<file path="src/rtl/rbank_pkg.sv">
package rbank_pkg;
  typedef enum logic [2:0] {
    R_B = 3'd0, R_C = 3'd1, R_D = 3'd2, R_E = 3'd3,
    R_H = 3'd4, R_L = 3'd5, R_F = 3'd6, R_A = 3'd7
  } reg8_e;

  typedef enum logic [1:0] {
    P_BC = 2'd0, P_DE = 2'd1, P_HL = 2'd2, P_AF = 2'd3
  } reg16_e;

  function automatic logic [2:0] pair_hi(input logic [1:0] p);
    case (p)
      P_BC:    return R_B;
      P_DE:    return R_D;
      P_HL:    return R_H;
      default: return R_A;
    endcase
  endfunction

  function automatic logic [2:0] pair_lo(input logic [1:0] p);
    case (p)
      P_BC:    return R_C;
      P_DE:    return R_E;
      P_HL:    return R_L;
      default: return R_F;
    endcase
  endfunction
endpackage

</file>
<file path="src/rtl/rbank_sel.sv">
module rbank_sel (
  input  logic clk_i,
  input  logic rst_ni,
  input  logic xchg_af_i,
  input  logic xchg_gp_i,
  input  logic xchg_dehl_i,
  output logic af_bank_o,
  output logic gp_bank_o,
  output logic dehl_swap_o
);
  always_ff @(posedge clk_i or negedge rst_ni) begin
    if (!rst_ni) begin
      af_bank_o   <= 1'b0;
      gp_bank_o   <= 1'b0;
      dehl_swap_o <= 1'b0;
    end else begin
      if (xchg_af_i)   af_bank_o   <= ~af_bank_o;
      if (xchg_gp_i)   gp_bank_o   <= ~gp_bank_o;
      if (xchg_dehl_i) dehl_swap_o <= ~dehl_swap_o;
    end
  end


  af_hold_chk: assert property (@(posedge clk_i) disable iff (!rst_ni)
    !xchg_af_i |=> $stable(af_bank_o));


  gp_flip_chk: assert property (@(posedge clk_i) disable iff (!rst_ni)
    xchg_gp_i |=> gp_bank_o != $past(gp_bank_o));


  dehl_flip_chk: assert property (@(posedge clk_i) disable iff (!rst_ni)
    xchg_dehl_i |=> dehl_swap_o != $past(dehl_swap_o));
endmodule

</file>
<file path="src/rtl/rbank_map.sv">
module rbank_map
  import rbank_pkg::*;
#(
  parameter int SLOT_W = 3,
  localparam int ADDR_W = SLOT_W + 1
) (
  input  logic [SLOT_W-1:0] code_i,
  input  logic              af_bank_i,
  input  logic              gp_bank_i,
  input  logic              dehl_swap_i,
  output logic [ADDR_W-1:0] addr_o
);
  logic [SLOT_W-1:0] slot;
  logic              bank;

  always_comb begin
    slot = code_i;
    if (dehl_swap_i) begin
      case (code_i)
        R_D:     slot = R_H;
        R_E:     slot = R_L;
        R_H:     slot = R_D;
        R_L:     slot = R_E;
        default: slot = code_i;
      endcase
    end
    bank   = (code_i == R_A || code_i == R_F) ? af_bank_i : gp_bank_i;
    addr_o = {bank, slot};
  end
endmodule

</file>
<file path="src/rtl/rbank_store.sv">
module rbank_store #(
  parameter int DW     = 8,
  parameter int ADDR_W = 4,
  parameter int NRD    = 3,
  localparam int DEPTH = 1 << ADDR_W
) (
  input  logic                       clk_i,
  input  logic                       rst_ni,
  input  logic [NRD-1:0][ADDR_W-1:0] rd_addr_i,
  output logic [NRD-1:0][DW-1:0]     rd_data_o,
  input  logic                       wr8_en_i,
  input  logic [ADDR_W-1:0]          wr8_addr_i,
  input  logic [DW-1:0]              wr8_data_i,
  input  logic                       wr16_en_i,
  input  logic [ADDR_W-1:0]          wr16_hi_addr_i,
  input  logic [ADDR_W-1:0]          wr16_lo_addr_i,
  input  logic [2*DW-1:0]            wr16_data_i
);
  logic [DEPTH-1:0][DW-1:0] mem;

  always_comb begin
    for (int r = 0; r < NRD; r++) rd_data_o[r] = mem[rd_addr_i[r]];
  end

  // byte write wins over pair write on a shared byte
  always_ff @(posedge clk_i or negedge rst_ni) begin
    if (!rst_ni) begin
      mem <= '0;
    end else begin
      for (int i = 0; i < DEPTH; i++) begin
        if (wr16_en_i && wr16_hi_addr_i == ADDR_W'(i)) mem[i] <= wr16_data_i[2*DW-1:DW];
        if (wr16_en_i && wr16_lo_addr_i == ADDR_W'(i)) mem[i] <= wr16_data_i[DW-1:0];
        if (wr8_en_i  && wr8_addr_i     == ADDR_W'(i)) mem[i] <= wr8_data_i;
      end
    end
  end


  store_hold_chk: assert property (@(posedge clk_i) disable iff (!rst_ni)
    !wr8_en_i && !wr16_en_i |=> $stable(mem));


  wr8_win_chk: assert property (@(posedge clk_i) disable iff (!rst_ni)
    wr8_en_i |=> mem[$past(wr8_addr_i)] == $past(wr8_data_i));


  wr16_lo_chk: assert property (@(posedge clk_i) disable iff (!rst_ni)
    wr16_en_i && !(wr8_en_i && wr8_addr_i == wr16_lo_addr_i)
    |=> mem[$past(wr16_lo_addr_i)] == $past(wr16_data_i[DW-1:0]));
endmodule

</file>
<file path="src/rtl/dual_bank_regfile.sv">
module dual_bank_regfile
  import rbank_pkg::*;
#(
  parameter int DW = 8,
  localparam int SLOT_W = 3,
  localparam int ADDR_W = SLOT_W + 1,
  localparam int NMAP   = 6
) (
  input  logic            clk_i,
  input  logic            rst_ni,
  input  logic [2:0]      rd8_sel_i,
  output logic [DW-1:0]   rd8_data_o,
  input  logic [1:0]      rd16_sel_i,
  output logic [2*DW-1:0] rd16_data_o,
  input  logic            wr8_en_i,
  input  logic [2:0]      wr8_sel_i,
  input  logic [DW-1:0]   wr8_data_i,
  input  logic            wr16_en_i,
  input  logic [1:0]      wr16_sel_i,
  input  logic [2*DW-1:0] wr16_data_i,
  input  logic            xchg_af_i,
  input  logic            xchg_gp_i,
  input  logic            xchg_dehl_i
);
  logic af_bank, gp_bank, dehl_swap;
  logic [NMAP-1:0][SLOT_W-1:0] code;
  logic [NMAP-1:0][ADDR_W-1:0] addr;
  logic [2:0][DW-1:0]          rd_data;

  rbank_sel u_sel (
    .clk_i       (clk_i),
    .rst_ni      (rst_ni),
    .xchg_af_i   (xchg_af_i),
    .xchg_gp_i   (xchg_gp_i),
    .xchg_dehl_i (xchg_dehl_i),
    .af_bank_o   (af_bank),
    .gp_bank_o   (gp_bank),
    .dehl_swap_o (dehl_swap)
  );

  // 0: rd8, 1/2: rd16 hi/lo, 3: wr8, 4/5: wr16 hi/lo
  always_comb begin
    code[0] = rd8_sel_i;
    code[1] = pair_hi(rd16_sel_i);
    code[2] = pair_lo(rd16_sel_i);
    code[3] = wr8_sel_i;
    code[4] = pair_hi(wr16_sel_i);
    code[5] = pair_lo(wr16_sel_i);
  end

  for (genvar g = 0; g < NMAP; g++) begin : g_map
    rbank_map #(.SLOT_W(SLOT_W)) u_map (
      .code_i      (code[g]),
      .af_bank_i   (af_bank),
      .gp_bank_i   (gp_bank),
      .dehl_swap_i (dehl_swap),
      .addr_o      (addr[g])
    );
  end

  rbank_store #(.DW(DW), .ADDR_W(ADDR_W), .NRD(3)) u_store (
    .clk_i          (clk_i),
    .rst_ni         (rst_ni),
    .rd_addr_i      (addr[2:0]),
    .rd_data_o      (rd_data),
    .wr8_en_i       (wr8_en_i),
    .wr8_addr_i     (addr[3]),
    .wr8_data_i     (wr8_data_i),
    .wr16_en_i      (wr16_en_i),
    .wr16_hi_addr_i (addr[4]),
    .wr16_lo_addr_i (addr[5]),
    .wr16_data_i    (wr16_data_i)
  );

  assign rd8_data_o  = rd_data[0];
  assign rd16_data_o = {rd_data[1], rd_data[2]};


  pair_bank_chk: assert property (@(posedge clk_i) disable iff (!rst_ni)
    addr[1][ADDR_W-1] == addr[2][ADDR_W-1]);
endmodule

</file>
<file path="config.mk">
export PLATFORM = sky130hd
export DESIGN_NAME = dual_bank_regfile
export DESIGN_NICKNAME = d
export VERILOG_FILES = /design/src/rtl/rbank_pkg.sv /design/src/rtl/rbank_sel.sv /design/src/rtl/rbank_map.sv /design/src/rtl/rbank_store.sv /design/src/rtl/dual_bank_regfile.sv
export SDC_FILE = /design/constraint.sdc
export NUM_CORES = 1
export LEC_CHECK = 0
export BUFFER_PORTS_ARGS = -buffer_cell sky130_fd_sc_hd__clkbuf_2
export CAP_MARGIN = 25
export CORE_UTILIZATION = 44
export CTS_CLUSTER_SIZE = 25
export DETAILED_ROUTE_END_ITERATION = 12
export SLEW_MARGIN = 10
export SYNTH_ARGS = -nofsm -noshare
export SYNTH_HDL_FRONTEND = slang
export SYNTH_SLANG_ARGS = --single-unit
</file>
<file path="constraint.sdc">
create_clock -name clk_i -period 2.3 [get_ports clk_i]
set_input_delay 0.46 -clock clk_i [delete_from_list [all_inputs] [get_ports clk_i]]
set_output_delay 0.46 -clock clk_i [all_outputs]
set_load 0.02 [all_outputs]
</file>
==> key figures <==
Clocking
  – Sink Count: 131
  – Root Driver: clkbuf_16
  – H-Tree Depth: 4
  – Num CTS Buffers: 17
  – CTS tree: done
  – Worst-Skew Late Latency: 420 ps
  – Reg clk slew, reported paths: 60 ps
  – Clk buf depth: 2

Route
  – Vias per cell: 6.36
  – DR pass1 iterations: 5
  – DRT Wirelength: 33,900 um
  – WL/cell: 25.3 um
  – Via count: 8,540
  – DRC: 0
  – Post-route ant nets: 0
  – Initial DRC Count: 868

Cells and area
  – Final nets: 1,106
  – Fillcell total: 1,749
  – Post-route cell area: 0.0113 mm2
  – Area grow syn2layout: 25.6%
  – Antenna Cells: 0
  – Layout cells sized above 1: 0.298
  – Final Non-Filler Cells: 1,342
  – Post-layout util: 0.572

Timing
  – Final period util: 1.15
  – Final worst slack: -356 ps
  – Clock skew: 9.26 ps
  – Tmin final: 2660 ps
  – Final Hold Violating Endpoints: 0
  – Fmax: 377 MHz
  – Max-slew headroom: 0.699
  – Max Slew Vio Count: 0
  – Final-report setup violation count: 24
  – Worst-Margin Slew: 451 ps
  – RSZ-0062 raised after global routing: yes

Status
  – Violated checks: setup timing
  – Status: finished with violations

Pwr
  – Pwr/cell area: 1310 mW/mm2
  – Peak supply drop: 878 uV
  – Power consumption: 14,800 uW
  – Leakage power: 0.00465 uW

GRT
  – Initial antenna violation count: 0
  – Largest net degree at the start of global routing: 40
  – GRT Util Overall: 0.319
  – First-pass GRT wire length: 50,100 um
  – Remaining Overflow, GRT: 0
  – Vias in the first global route: 7,869

Synth
  – Synth cell types: 61
  – Register area share after synthesis: 0.365
  – Number of synthesized register bits: 131
  – Yosys warnings: 0
  – Main synth FF type: dfrtp_1
  – Synthesized Nets: 1,012
  – Area leader, netlist: dfrtp_1
  – Area of the mapped netlist: 0.00898 mm2
  – Top cells by area, synth: dfrtp_1 36%, mux2i_1 18%, nor2_1 5.7%
  – Area share of the largest cell type after synthesis: 0.365
  – Mean Syn Cell Area: 9.25 um2
  – Synth cell count leaders: 160 x mux2i_1, 137 x nor2_1, 131 x dfrtp_1
  – Dominant cell by count in the synthesized netlist: mux2i_1
  – Ys async rst share: 1.00
  – Mapped Cells: 971
  – Post-synth EDFFs: 0

Setup path
  – Slowest CP cell: dfrtp_2
  – Reg2Reg Launch Point: u_sel.dehl_swap_o$_DFFE_PN0P_
  – Crit Path Class: reg -> out
  – Critical path startpoint: u_sel.dehl_swap_o$_DFFE_PN0P_
  – CP cell instances: buf_12, and3b_2, nor2_1, buf_4, o221ai_2, o22a_1, buf_6
  – Crit end category: output pin
  – CP required: 1840 ps
  – Crit-path max FO: 8
  – Slowest stage delay, CP: 460 ps
  – CP startpoint kind: register
  – Crit path DAT: 2200 ps

Floorplan
  – Die width: 145 um
  – Rows: 51
  – Core ar.: 0.0197 mm2
  – Die Height: 145 um
  – Die area: 0.0210 mm2
  – Initial Util: 0.456
  – Io pins: 65

Placement
  – DP Worst Slack: -148 ps
  – Dpl cells: 1,290
  – Port bufs: 64
  – Routability cong.: 0.930
  – DPL Wire Length: 22,800 um
  – Placed cell areas: 0.0101 mm2

Worst hold path
  – Hold Crit Class: in -> reg
  – Min-delay src: xchg_af_i

Flow run
  – Max cap viols: 0
logic make-up after synthesis:
group,share of synthesized area
AOI/OAI and AO/OA,0.239
and+or+nand+nor,0.117
muxes,0.218
DFF,0.365
buffers and inverters,0.0583
xor gates and xnor gates,0.00292
final timing paths:
kind / endpoint / slack [ps] / depth (start not counted)
max in group asynchronous: u_store.mem[44]$_DFFE_PN0P_ / 1140 / 3
hold reg to reg: u_store.mem[122]$_DFFE_PN0P_ / 620 / 2
min in group asynchronous: u_sel.af_bank_o$_DFFE_PN0P_ / 490 / 2
hold / removal: u_sel.af_bank_o$_DFFE_PN0P_ / 220 / 2
setup reg to reg: u_store.mem[100]$_DFFE_PN0P_ / 0 / 8
setup / recovery: rd8_data_o[2] / -360 / 7
report_power, final:
| group | internal (uW) | switching [uW] |
|---|---|---|
| sequential | 3500 | 1440 |
| combinational | 3610 | 3590 |
| clock | 1590 | 1080 |
metrics by stage:
step                TNS [ps]  hold WS, ps
global placement       -2000          381
detailed placement     -2010          391
global route           -8670          201
floorplan                  0          164
CTS                    -6270          207
finish                 -7460          216
final cells by class:
| cell class | instances | area, um2 | share of cell area |
|---|---|---|---|
| clock inverter | 13 | 136 | 0.0121 |
| sequential | 131 | 3280 | 0.291 |
| clock buffer | 18 | 429 | 0.0380 |
| tap | 265 | 332 | 0.0294 |
| timing repair buffer | 174 | 1650 | 0.147 |
| multi-input combinational | 736 | 5430 | 0.481 |
| inverter | 5 | 18.8 | 0.00166 |
flip-flops by register name, indices dropped and copies added (netlist names):
register           count
u_sel.gp_bank_o        1
u_store.mem          128
u_sel.dehl_swap_o      1
u_sel.af_bank_o        1
critical path, delay by kind of cell (launching register included):
family	cells	cell delay [ps]
simple gates	2	410
compound gates	2	390
flops	1	460
buf+inv	3	490
placed cells by master, fill, tap and decap left out, drive strengths merged, types with 4 or more instances in the layout:
cell,n
a21oi,133
a32oi,16
and3b,6
buf,128
clkbuf,63
clkinv,6
clkinvlp,4
dfrtp,131
inv,6
mux2,22
mux2i,160
mux4,5
nand2,55
nand2b,5
nand4,4
nor2,138
nor3b,5
o211ai,19
o21ai,51
o221ai,18
o22a,31
o22ai,17
metal layers:
layer,part of all wire,global-route usage,up-vias
met5,0,0,-
met4,0.044,0.139,0
met3,0.066,0.0453,84
met2,0.46,0.507,483
met1,0.43,0.431,4198
li1,-,-,3775
repair_timing:
item | 4_1_cts | 5_1_grt
hold endpoints to repair | 33 | 0
buffers inserted | 5 | 12
gates cloned | 1 | 3
pin swaps | 6 | 33
hold buffers | 1 | 0
endpoints found under the setup margin | 24 | 85
gates resized for setup | 47 | 96
No activity file was read; power rests on OpenSTA's default activity.
